<file path="src/rtl/buserr_pkg.sv">
package buserr_pkg;
  localparam int NTYPE     = 6;
  localparam int STAT_LSB  = 5;
  localparam int STAT_MSB  = STAT_LSB + NTYPE - 1;
  localparam int MULTI_BIT = 31;
  localparam int VALID_BIT = 31;
  localparam int RDW       = 32;
  localparam int RAW       = 3;

  typedef enum logic [RAW-1:0] {
    RA_STAT  = 3'd0,
    RA_DIS   = 3'd1,
    RA_CADDR = 3'd2,
    RA_CDATA = 3'd3,
    RA_CINFO = 3'd4
  } reg_addr_e;
endpackage

</file>
<file path="src/rtl/buserr_status.sv">
module buserr_status
  import buserr_pkg::*;
(
  input  logic             clk_i,
  input  logic             rst_ni,
  input  logic [NTYPE-1:0] evt_i,
  input  logic             clr_we_i,
  input  logic [NTYPE-1:0] clr_mask_i,
  input  logic             clr_multi_i,
  output logic [NTYPE-1:0] stat_o,
  output logic [NTYPE-1:0] stat_nxt_o,
  output logic             multi_o
);
  logic [NTYPE-1:0] stat_q, stat_d;
  logic             multi_q, multi_d;
  logic             repeat_hit;

  assign repeat_hit = |(evt_i & stat_q);

  for (genvar i = 0; i < NTYPE; i++) begin : g_bit
    // set wins over a same-cycle clear
    always_comb begin
      stat_d[i] = stat_q[i];
      if (clr_we_i && clr_mask_i[i]) stat_d[i] = 1'b0;
      if (evt_i[i]) stat_d[i] = 1'b1;
    end
  end

  always_comb begin
    multi_d = multi_q;
    if (clr_we_i && clr_multi_i) multi_d = 1'b0;
    if (repeat_hit) multi_d = 1'b1;
  end

  always_ff @(posedge clk_i or negedge rst_ni) begin
    if (!rst_ni) begin
      stat_q  <= '0;
      multi_q <= 1'b0;
    end else begin
      stat_q  <= stat_d;
      multi_q <= multi_d;
    end
  end

  assign stat_o     = stat_q;
  assign stat_nxt_o = stat_d;
  assign multi_o    = multi_q;

  AST_STAT_STICKY_SET: assert property (@(posedge clk_i) disable iff (!rst_ni)
    (|evt_i) |=> ((stat_q & $past(evt_i)) == $past(evt_i)));
  AST_MULTI_ON_REPEAT: assert property (@(posedge clk_i) disable iff (!rst_ni)
    repeat_hit |=> multi_q);
  AST_STAT_HOLD: assert property (@(posedge clk_i) disable iff (!rst_ni)
    (!clr_we_i) |=> ((stat_q & $past(stat_q)) == $past(stat_q)));
endmodule

</file>
<file path="src/rtl/buserr_capture.sv">
module buserr_capture
  import buserr_pkg::*;
#(
  parameter int AW = 32,
  parameter int CW = 4,
  parameter int DW = 32
) (
  input  logic             clk_i,
  input  logic             rst_ni,
  input  logic [NTYPE-1:0] evt_i,
  input  logic [NTYPE-1:0] dis_i,
  input  logic [NTYPE-1:0] stat_i,
  input  logic [NTYPE-1:0] stat_nxt_i,
  input  logic [AW-1:0]    addr_i,
  input  logic [CW-1:0]    cmd_i,
  input  logic [DW-1:0]    data_i,
  output logic             valid_o,
  output logic [AW-1:0]    addr_o,
  output logic [CW-1:0]    cmd_o,
  output logic [DW-1:0]    data_o
);
  logic          valid_q;
  logic [AW-1:0] addr_q;
  logic [CW-1:0] cmd_q;
  logic [DW-1:0] data_q;
  logic          take;

  assign take = !valid_q && |(evt_i & ~dis_i);

  always_ff @(posedge clk_i or negedge rst_ni) begin
    if (!rst_ni) begin
      valid_q <= 1'b0;
      addr_q  <= '0;
      cmd_q   <= '0;
      data_q  <= '0;
    end else if (take) begin
      valid_q <= 1'b1;
      addr_q  <= addr_i;
      cmd_q   <= cmd_i;
      data_q  <= data_i;
    end else if (stat_nxt_i == '0) begin
      valid_q <= 1'b0; // re-arm once every type bit is gone
    end
  end

  assign valid_o = valid_q;
  assign addr_o  = addr_q;
  assign cmd_o   = cmd_q;
  assign data_o  = data_q;

  AST_VALID_NEEDS_STAT: assert property (@(posedge clk_i) disable iff (!rst_ni)
    valid_q |-> (|stat_i));
  AST_CAPTURE_HOLD: assert property (@(posedge clk_i) disable iff (!rst_ni)
    valid_q |=> (!valid_q || ($stable(addr_q) && $stable(cmd_q) && $stable(data_q))));
  AST_DISABLED_NO_CAPTURE: assert property (@(posedge clk_i) disable iff (!rst_ni)
    (!valid_q && ((evt_i & ~dis_i) == '0)) |=> !valid_q);
  AST_ENABLED_CAPTURES: assert property (@(posedge clk_i) disable iff (!rst_ni)
    (!valid_q && (|(evt_i & ~dis_i))) |=> valid_q);
endmodule

</file>
<file path="src/rtl/buserr_regif.sv">
module buserr_regif
  import buserr_pkg::*;
#(
  parameter int AW = 32,
  parameter int CW = 4,
  parameter int DW = 32
) (
  input  logic             clk_i,
  input  logic             rst_ni,
  input  logic [RAW-1:0]   addr_i,
  input  logic             we_i,
  input  logic [RDW-1:0]   wdata_i,
  output logic [RDW-1:0]   rdata_o,
  input  logic [NTYPE-1:0] stat_i,
  input  logic             multi_i,
  input  logic             cvalid_i,
  input  logic [AW-1:0]    caddr_i,
  input  logic [CW-1:0]    ccmd_i,
  input  logic [DW-1:0]    cdata_i,
  output logic             clr_we_o,
  output logic [NTYPE-1:0] clr_mask_o,
  output logic             clr_multi_o,
  output logic [NTYPE-1:0] dis_o
);
  logic [NTYPE-1:0] dis_q;
  logic             dis_we;
  logic             unused_wdata;

  assign unused_wdata = ^{wdata_i[MULTI_BIT-1:STAT_MSB+1], wdata_i[STAT_LSB-1:0]};

  assign clr_we_o    = we_i && (addr_i == RA_STAT);
  assign clr_mask_o  = wdata_i[STAT_MSB:STAT_LSB];
  assign clr_multi_o = wdata_i[MULTI_BIT];
  assign dis_we      = we_i && (addr_i == RA_DIS);

  always_ff @(posedge clk_i or negedge rst_ni) begin
    if (!rst_ni)     dis_q <= '0;
    else if (dis_we) dis_q <= wdata_i[STAT_MSB:STAT_LSB];
  end

  assign dis_o = dis_q;

  always_comb begin
    rdata_o = '0;
    case (addr_i)
      RA_STAT: begin
        rdata_o[STAT_MSB:STAT_LSB] = stat_i;
        rdata_o[MULTI_BIT]         = multi_i;
      end
      RA_DIS:   rdata_o[STAT_MSB:STAT_LSB] = dis_q;
      RA_CADDR: rdata_o[AW-1:0] = caddr_i;
      RA_CDATA: rdata_o[DW-1:0] = cdata_i;
      RA_CINFO: begin
        rdata_o[CW-1:0]      = ccmd_i;
        rdata_o[VALID_BIT]   = cvalid_i;
      end
      default:  rdata_o = '0;
    endcase
  end

  AST_DIS_WRITE: assert property (@(posedge clk_i) disable iff (!rst_ni)
    dis_we |=> (dis_q == $past(wdata_i[STAT_MSB:STAT_LSB])));
  AST_RESERVED_ZERO: assert property (@(posedge clk_i) disable iff (!rst_ni)
    (addr_i > RA_CINFO) |-> (rdata_o == '0));
endmodule

</file>
<file path="src/rtl/buserr_log.sv">
module buserr_log
  import buserr_pkg::*;
#(
  parameter int AW = 32,
  parameter int CW = 4,
  parameter int DW = 32
) (
  input  logic                  clk_i,
  input  logic                  rst_ni,
  input  logic [NTYPE-1:0]      err_evt_i,
  input  logic [AW-1:0]         txn_addr_i,
  input  logic [CW-1:0]         txn_cmd_i,
  input  logic [DW-1:0]         txn_data_i,
  input  logic [RAW-1:0]        reg_addr_i,
  input  logic                  reg_we_i,
  input  logic [RDW-1:0]        reg_wdata_i,
  output logic [RDW-1:0]        reg_rdata_o,
  output logic                  irq_o
);
  logic [NTYPE-1:0] stat, stat_nxt, clr_mask, dis;
  logic             multi, clr_we, clr_multi, cvalid;
  logic [AW-1:0]    caddr;
  logic [CW-1:0]    ccmd;
  logic [DW-1:0]    cdata;

  buserr_status u_status (
    .clk_i, .rst_ni, .evt_i(err_evt_i), .clr_we_i(clr_we), .clr_mask_i(clr_mask),
    .clr_multi_i(clr_multi), .stat_o(stat), .stat_nxt_o(stat_nxt), .multi_o(multi)
  );

  buserr_capture #(.AW(AW), .CW(CW), .DW(DW)) u_capture (
    .clk_i, .rst_ni, .evt_i(err_evt_i), .dis_i(dis), .stat_i(stat),
    .stat_nxt_i(stat_nxt), .addr_i(txn_addr_i), .cmd_i(txn_cmd_i),
    .data_i(txn_data_i), .valid_o(cvalid), .addr_o(caddr), .cmd_o(ccmd),
    .data_o(cdata)
  );

  buserr_regif #(.AW(AW), .CW(CW), .DW(DW)) u_regif (
    .clk_i, .rst_ni, .addr_i(reg_addr_i), .we_i(reg_we_i), .wdata_i(reg_wdata_i),
    .rdata_o(reg_rdata_o), .stat_i(stat), .multi_i(multi), .cvalid_i(cvalid),
    .caddr_i(caddr), .ccmd_i(ccmd), .cdata_i(cdata), .clr_we_o(clr_we),
    .clr_mask_o(clr_mask), .clr_multi_o(clr_multi), .dis_o(dis)
  );

  assign irq_o = multi | (|stat);

  AST_IRQ_AFTER_EVT: assert property (@(posedge clk_i) disable iff (!rst_ni)
    (|err_evt_i) |=> irq_o);
endmodule

</file>
<file path="config.mk">
export PLATFORM = sky130hd
export DESIGN_NAME = buserr_log
export DESIGN_NICKNAME = d
export VERILOG_FILES = /design/src/rtl/buserr_pkg.sv /design/src/rtl/buserr_status.sv /design/src/rtl/buserr_capture.sv /design/src/rtl/buserr_regif.sv /design/src/rtl/buserr_log.sv
export SDC_FILE = /design/constraint.sdc
export NUM_CORES = 1
export LEC_CHECK = 0
export BUFFER_PORTS_ARGS = -buffer_cell sky130_fd_sc_hd__clkbuf_2
export CORE_ASPECT_RATIO = 1.25
export CORE_MARGIN = 8
export CORE_UTILIZATION = 49
export CTS_CLUSTER_SIZE = 10
export DETAILED_ROUTE_END_ITERATION = 10
export GPL_TIMING_DRIVEN = 0
export HOLD_SLACK_MARGIN = 0.15
export PLACE_DENSITY = 0.8
export SETUP_SLACK_MARGIN = 0.3
export SLEW_MARGIN = 30
export SYNTH_ARGS = -nofsm -noshare
export SYNTH_HDL_FRONTEND = slang
export SYNTH_SLANG_ARGS = --single-unit
</file>
<file path="constraint.sdc">
create_clock -name clk_i -period 2.5 [get_ports clk_i]
set_clock_uncertainty 0.15 [all_clocks]
set_input_delay 0.5 -clock clk_i [delete_from_list [all_inputs] [get_ports clk_i]]
set_output_delay 0.5 -clock clk_i [all_outputs]
set_load 0.005 [all_outputs]
</file>
Yosys cells after proc, flatten, opt, wreduce, memory -nomap -nowiden
Index checks and enable logic that the tools add are counted.

Register bits after elaboration: 82. Bits in latches: 0. Memory bits (writable): 0. ROM bits: 0. Input port bits: 112. Output and inout bits: 33. Memories: 0.

Add/subtract/negate cells: 0. $mul: 0. Div/mod/pow operators: 0. $lt $le $gt $ge: 0. Equality and inequality tests: 4. Shift-type cells: 0. Muxes and demuxes: 21. Bitwise operators: 4. Reductions and logical operators: 18.

Operator list (count): 20-bit one-hot mux with 2 select lines (1); 6-bit one-hot mux with 4 select lines (1); 6-bit OR reduction (3); 1-bit 2-to-1 mux (16); 6-bit AND (2); 4-bit one-hot mux with 3 select lines (1); 1-bit logical AND (10); 3-bit by 2-bit == test with 1-bit output, second input constant (2); 6-bit logical NOT (1); 6-bit NOT (1); 1-bit one-hot mux with 4 select lines (1); 2-bit nonzero test (2); 3-bit by 1-bit == test with 1-bit output, second input constant (1); 3-bit == test, second input constant (1); 3-bit logical NOT (1); 1-bit one-hot mux with 2 select lines (1); 1-bit logical NOT (1); 1-bit bitwise OR (1).

Depth between registers and ports, before layout
Depth after elaboration: 8. Gate-level depth with buffers: 6. Gate-level depth less buffers: 4.

Hierarchy
A second synthesis with hierarchy kept.

Cell total of the unflattened synthesis: 277. Area total of the unflattened synthesis: 3876.2 um^2.

By module, submodules not included: buserr_capture (times used 1, cells an instance 158, area an instance 2721.4 um^2, seq. area each 1726.7 um^2); buserr_regif (times used 1, cells an instance 92, area an instance 863.3 um^2, seq. area each 150.1 um^2); buserr_status (times used 1, cells an instance 24, area an instance 276.5 um^2, seq. area each 175.2 um^2); buserr_log (times used 1, cells an instance 3, area an instance 15.0 um^2, seq. area each 0.0 um^2).

Worst setup path before layout
No wires, ideal clock.

Path kind: input port to output port. Start: input reg_addr_i[0]. End: output reg_rdata_o[11]. Arrival: 1683 ps. Required time: 1850 ps. Path slack: 167 ps. Stages on the path: 6. Buffers on the path: 3. Cells stage by stage: buf_6 clkbuf_1 inv_1 nor2_1 clkbuf_1 a22o_1.

Cells in the longest elaborated chain, start to end: 2.

Ends and longest elaborated chain: start, declared (RTL line buserr_log.sv:14) `input logic [RAW-1:0] reg_addr_i,`; 3-bit by 2-bit == test with 1-bit output (RTL line buserr_regif.sv:45) `case (addr_i)`; 20-bit one-hot mux with 2 select lines * (RTL line buserr_regif.sv:45); end, declared (RTL line buserr_log.sv:17) `output logic [RDW-1:0] reg_rdata_o,`.

Mark *: on every way between the ends. The rest lies on a longest branch, timed or not.

Worst setup path in the final report
Start: input reg_addr_i[2]. End: output reg_rdata_o[28].

The elaborated chain is that of the path after synthesis.

==> results.py <==
metrics = {
    "outcome": {
        "status": "complete, no violations",
    },
    "synthesis": {
        "synthFlopType": "dfrtp_1",
        "synth_edf_count": 0,
        "yosysTopAreaCell": "dfrtp_1",
        "syn_area_sq_um": 3700,
        "synth-seq-cells": 82,
        "async_flop_share_pct": 100.0,
        "yosys_warnings": 0,
        "synth_area_per_cell_sq_um": 13.91,
        "synth-seq-area-share_pct": 55.46,
        "syn-instance-count": 266,
        "synthTopCellsByArea": "dfrtp_1, mux2_2, a22o_1",
        "synth_nets": 378,
        "synth_cell_types": 28,
        "synth_top_area_share_pct": 55.46,
    },
    "die": {
        "die_h_um": 113.2,
        "ios": 145,
        "die_area_sq_um": 10600,
        "start_util_pct": 50.29,
        "std_cell_rows": 35,
        "die_width_um": 93.72,
        "coreArea_sq_um": 7357,
    },
    "global_route": {
        "grt_start_max_net_pins": 83,
        "first_global_vias": 2998,
        "antenna_found_initial": 0,
        "grt_usage_pct": 18.41,
        "grt_pass1_wl_um": 15250,
        "overflow": 0,
    },
    "worst_setup_path": {
        "cp_top_family": "buffers and inverters",
        "max_stage_delay_ps": 180,
        "crit_fanout": 5,
        "path_cells": "clkbuf_8 > clkbuf_8 > nand2b_4 > nor2_4 > clkbuf_8 > a22o_1 > clkbuf_2",
        "critical_path_arrival_ps": 1520,
        "rr_worst_depth": 6,
        "end_kind": "primary output",
        "start_kind": "primary input",
        "r2r-start": "u_regif.dis_o[5]",
        "cp.depth": 7,
        "reg2reg_to": "u_capture.addr_o[11]",
        "rrSetupSlack_ps": 420,
        "crit_buf_inv": 4,
        "required_ps": 1850,
        "crit_top_cell": "clkbuf_8",
        "critPathKind": "in -> out",
        "crit_path_top_delay_cell": "clkbuf_8",
    },
    "detailed_routing": {
        "wire_per_inst_um": 18.91,
        "drt-initial-drc-count": 126,
        "drc_errors": 0,
        "ant_nets": 0,
        "vias": 2746,
        "firstDrtPassIters": 4,
        "vias_per_cell": 5.503,
        "wirelength_um": 9437,
    },
    "timing": {
        "slew_headroom_pct": 55.62,
        "worstMarginPinSlew_ps": 662.0,
        "finalCritPeriodShare_pct": 86.96,
        "period_needed_ps": 2174,
        "hold_viol": 0,
        "layout_setup_ws_ps": 326.0,
        "max_freq_mhz": 460.0,
        "rsz0062_at_grt": "true",
        "final-setup-viol-count": 0,
        "slew_viol_final": 0,
    },
    "final_layout": {
        "antennaDiodeCount": 0,
        "n_fill_cell": 570,
        "layout_common_cells": "clkbuf_2, dfrtp_1, mux2_2",
        "fin_nets": 514,
        "drive_gt1_share_pct": 57.74,
        "final_util_pct": 65.97,
        "layout_commonest_cell": "clkbuf_2",
        "area_growth_pct": 31.18,
    },
    "hold_path": {
        "whs_endpoint": "u_capture.data_o[9]",
        "hold_class": "in -> reg",
        "hold_depth": 2,
        "hp-start": "txn_data_i[9]",
    },
    "power": {
        "worst_ir_drop_vdd_mv": 0.3798,
        "power_leakage_nw": 2.265,
        "p_seq_share_pct": 49.3,
        "clockPowerShare_pct": 38.5,
        "p_int_mw": 2.291,
        "switchingPower_uw": 681.8,
        "switching_share_pct": 22.93,
        "pwr_density_cell_nw_per_um2": 612.6,
        "combPwrFrac_pct": 12.2,
    },
    "clock_network": {
        "cts_buffer_depth": 2,
        "clk_pin_slew_ps": 90,
        "insertion_delay_ps": 350,
        "cts_buffers": 9,
        "cts.sinks": 82,
        "h-tree-depth": 3,
        "cts_tree": "yes",
        "cts_root_buf": "clkbuf_8",
    },
    "placement": {
        "dp_hpwl_um": 6805,
        "port_buffers": 118,
        "pre_cts_slack_ps": -357.2,
        "gp_congestion": 0.9006,
    },
    "run": {
        "cap_violations": 0,
    },
}
-- routing by layer --
layer	up-vias	track usage (%)	wire length (um)
met5	-	0	0
met4	0	8.802	217
met3	16	4.967	731
met2	103	30.09	4769
met1	1374	21.70	3717
li1	1253	-	-
-- how the worst max path moves through the flow --
stage	startpoint	to
detailed placement	reg_addr_i[2]	reg_rdata_o[17]
finish	reg_addr_i[2]	reg_rdata_o[28]
global route	reg_addr_i[2]	reg_rdata_o[25]
CTS	reg_addr_i[2]	reg_rdata_o[17]
floorplan	reg_addr_i[0]	reg_rdata_o[11]
global placement	reg_addr_i[2]	reg_rdata_o[17]
-- sequential cells by signal, summed over array words and instances (netlist names) --
register / flops
u_capture.addr_o: 32
u_capture.cmd_o: 4
u_capture.data_o: 32
u_capture.valid_o: 1
u_regif.dis_o: 6
u_status.multi_o: 1
u_status.stat_o: 6
-- final cells by class --
| cell class | count | area [sq um] | share of cell area, % |
|---|---|---|---|
| plain buffers | 15 | 168.9 | 3.480 |
| clock inverters | 5 | 102.6 | 2.114 |
| clock buffers | 11 | 131.4 | 2.707 |
| inverters | 7 | 26.28 | 0.5414 |
| flip-flops and latches | 82 | 2052 | 42.28 |
| multi-input cells | 162 | 1594 | 32.84 |
| repair buffers | 125 | 663.1 | 13.66 |
| well taps | 92 | 115.1 | 2.372 |
-- metrics by stage --
| step | hold slack (ps) | area [sq um] | power, mW | cells | TNS [ps] |
|---|---|---|---|---|---|
| 3_5_place_dp | 331.7 | 4415 | 1.829 | 476 | -7582 |
| 3_3_place_gp | 318.2 | 4407 | 1.810 | 476 | -9038 |
| 4_1_cts | 204.2 | 4821 | 2.990 | 498 | 0 |
| 2_1_floorplan | 54.41 | 3701 | 1.651 | 266 | 0 |
| 6_report | 221.1 | 4853 | 2.973 | 499 | 0 |
| 5_1_grt | 205.4 | 4853 | 3.094 | 499 | 0 |
-- kinds of logic after synthesis --
family	count (synthesis)	synth area share (%)
muxes	85	27.93
DFF	82	55.46
AOI/OAI and AO/OA	39	8.252
and+or+nand+nor	38	5.682
buffers and inverters	22	2.671
-- worst reg2reg max path, stage by stage (launching register included) --
cell	delay [ps]
dfrtp_1	400
nand2b_1	160
o2111a_1	180
a31oi_2	290
buf_6	210
buf_4	210
mux2_2	350
-- cells in the mapped netlist, types with 4 or more instances --
| master | instances |
|---|---|
| nor2b_1 | 6 |
| mux2i_1 | 5 |
| mux2_2 | 73 |
| nand2b_1 | 6 |
| nand2_1 | 10 |
| a22o_1 | 21 |
| dfrtp_1 | 82 |
| buf_2 | 7 |
| mux4_1 | 4 |
| o21ai_0 | 5 |
| inv_1 | 7 |
| a31oi_1 | 7 |
| clkbuf_1 | 6 |
| nor2_1 | 8 |
-- power groups by stage --
stage,Clock (mW),Combinational (mW),Sequential [mW]
4_1_cts,1.16,0.364,1.46
2_1_floorplan,0,0.177,1.47
3_5_place_dp,0,0.338,1.49
6_report,1.14,0.364,1.46
5_1_grt,1.22,0.400,1.48
3_3_place_gp,0,0.325,1.49
-- timing repair --
item / in CTS / in global routing
gates cloned: 1 / 0
hold buffers: 1 / 0
endpoints found under the hold margin: 82 / 0
gates resized for setup: 32 / 6
pin swaps: 2 / 2
buffers inserted: 4 / 1
setup endpoints to repair: 52 / 44
No activity file was read; power rests on OpenSTA's default activity.
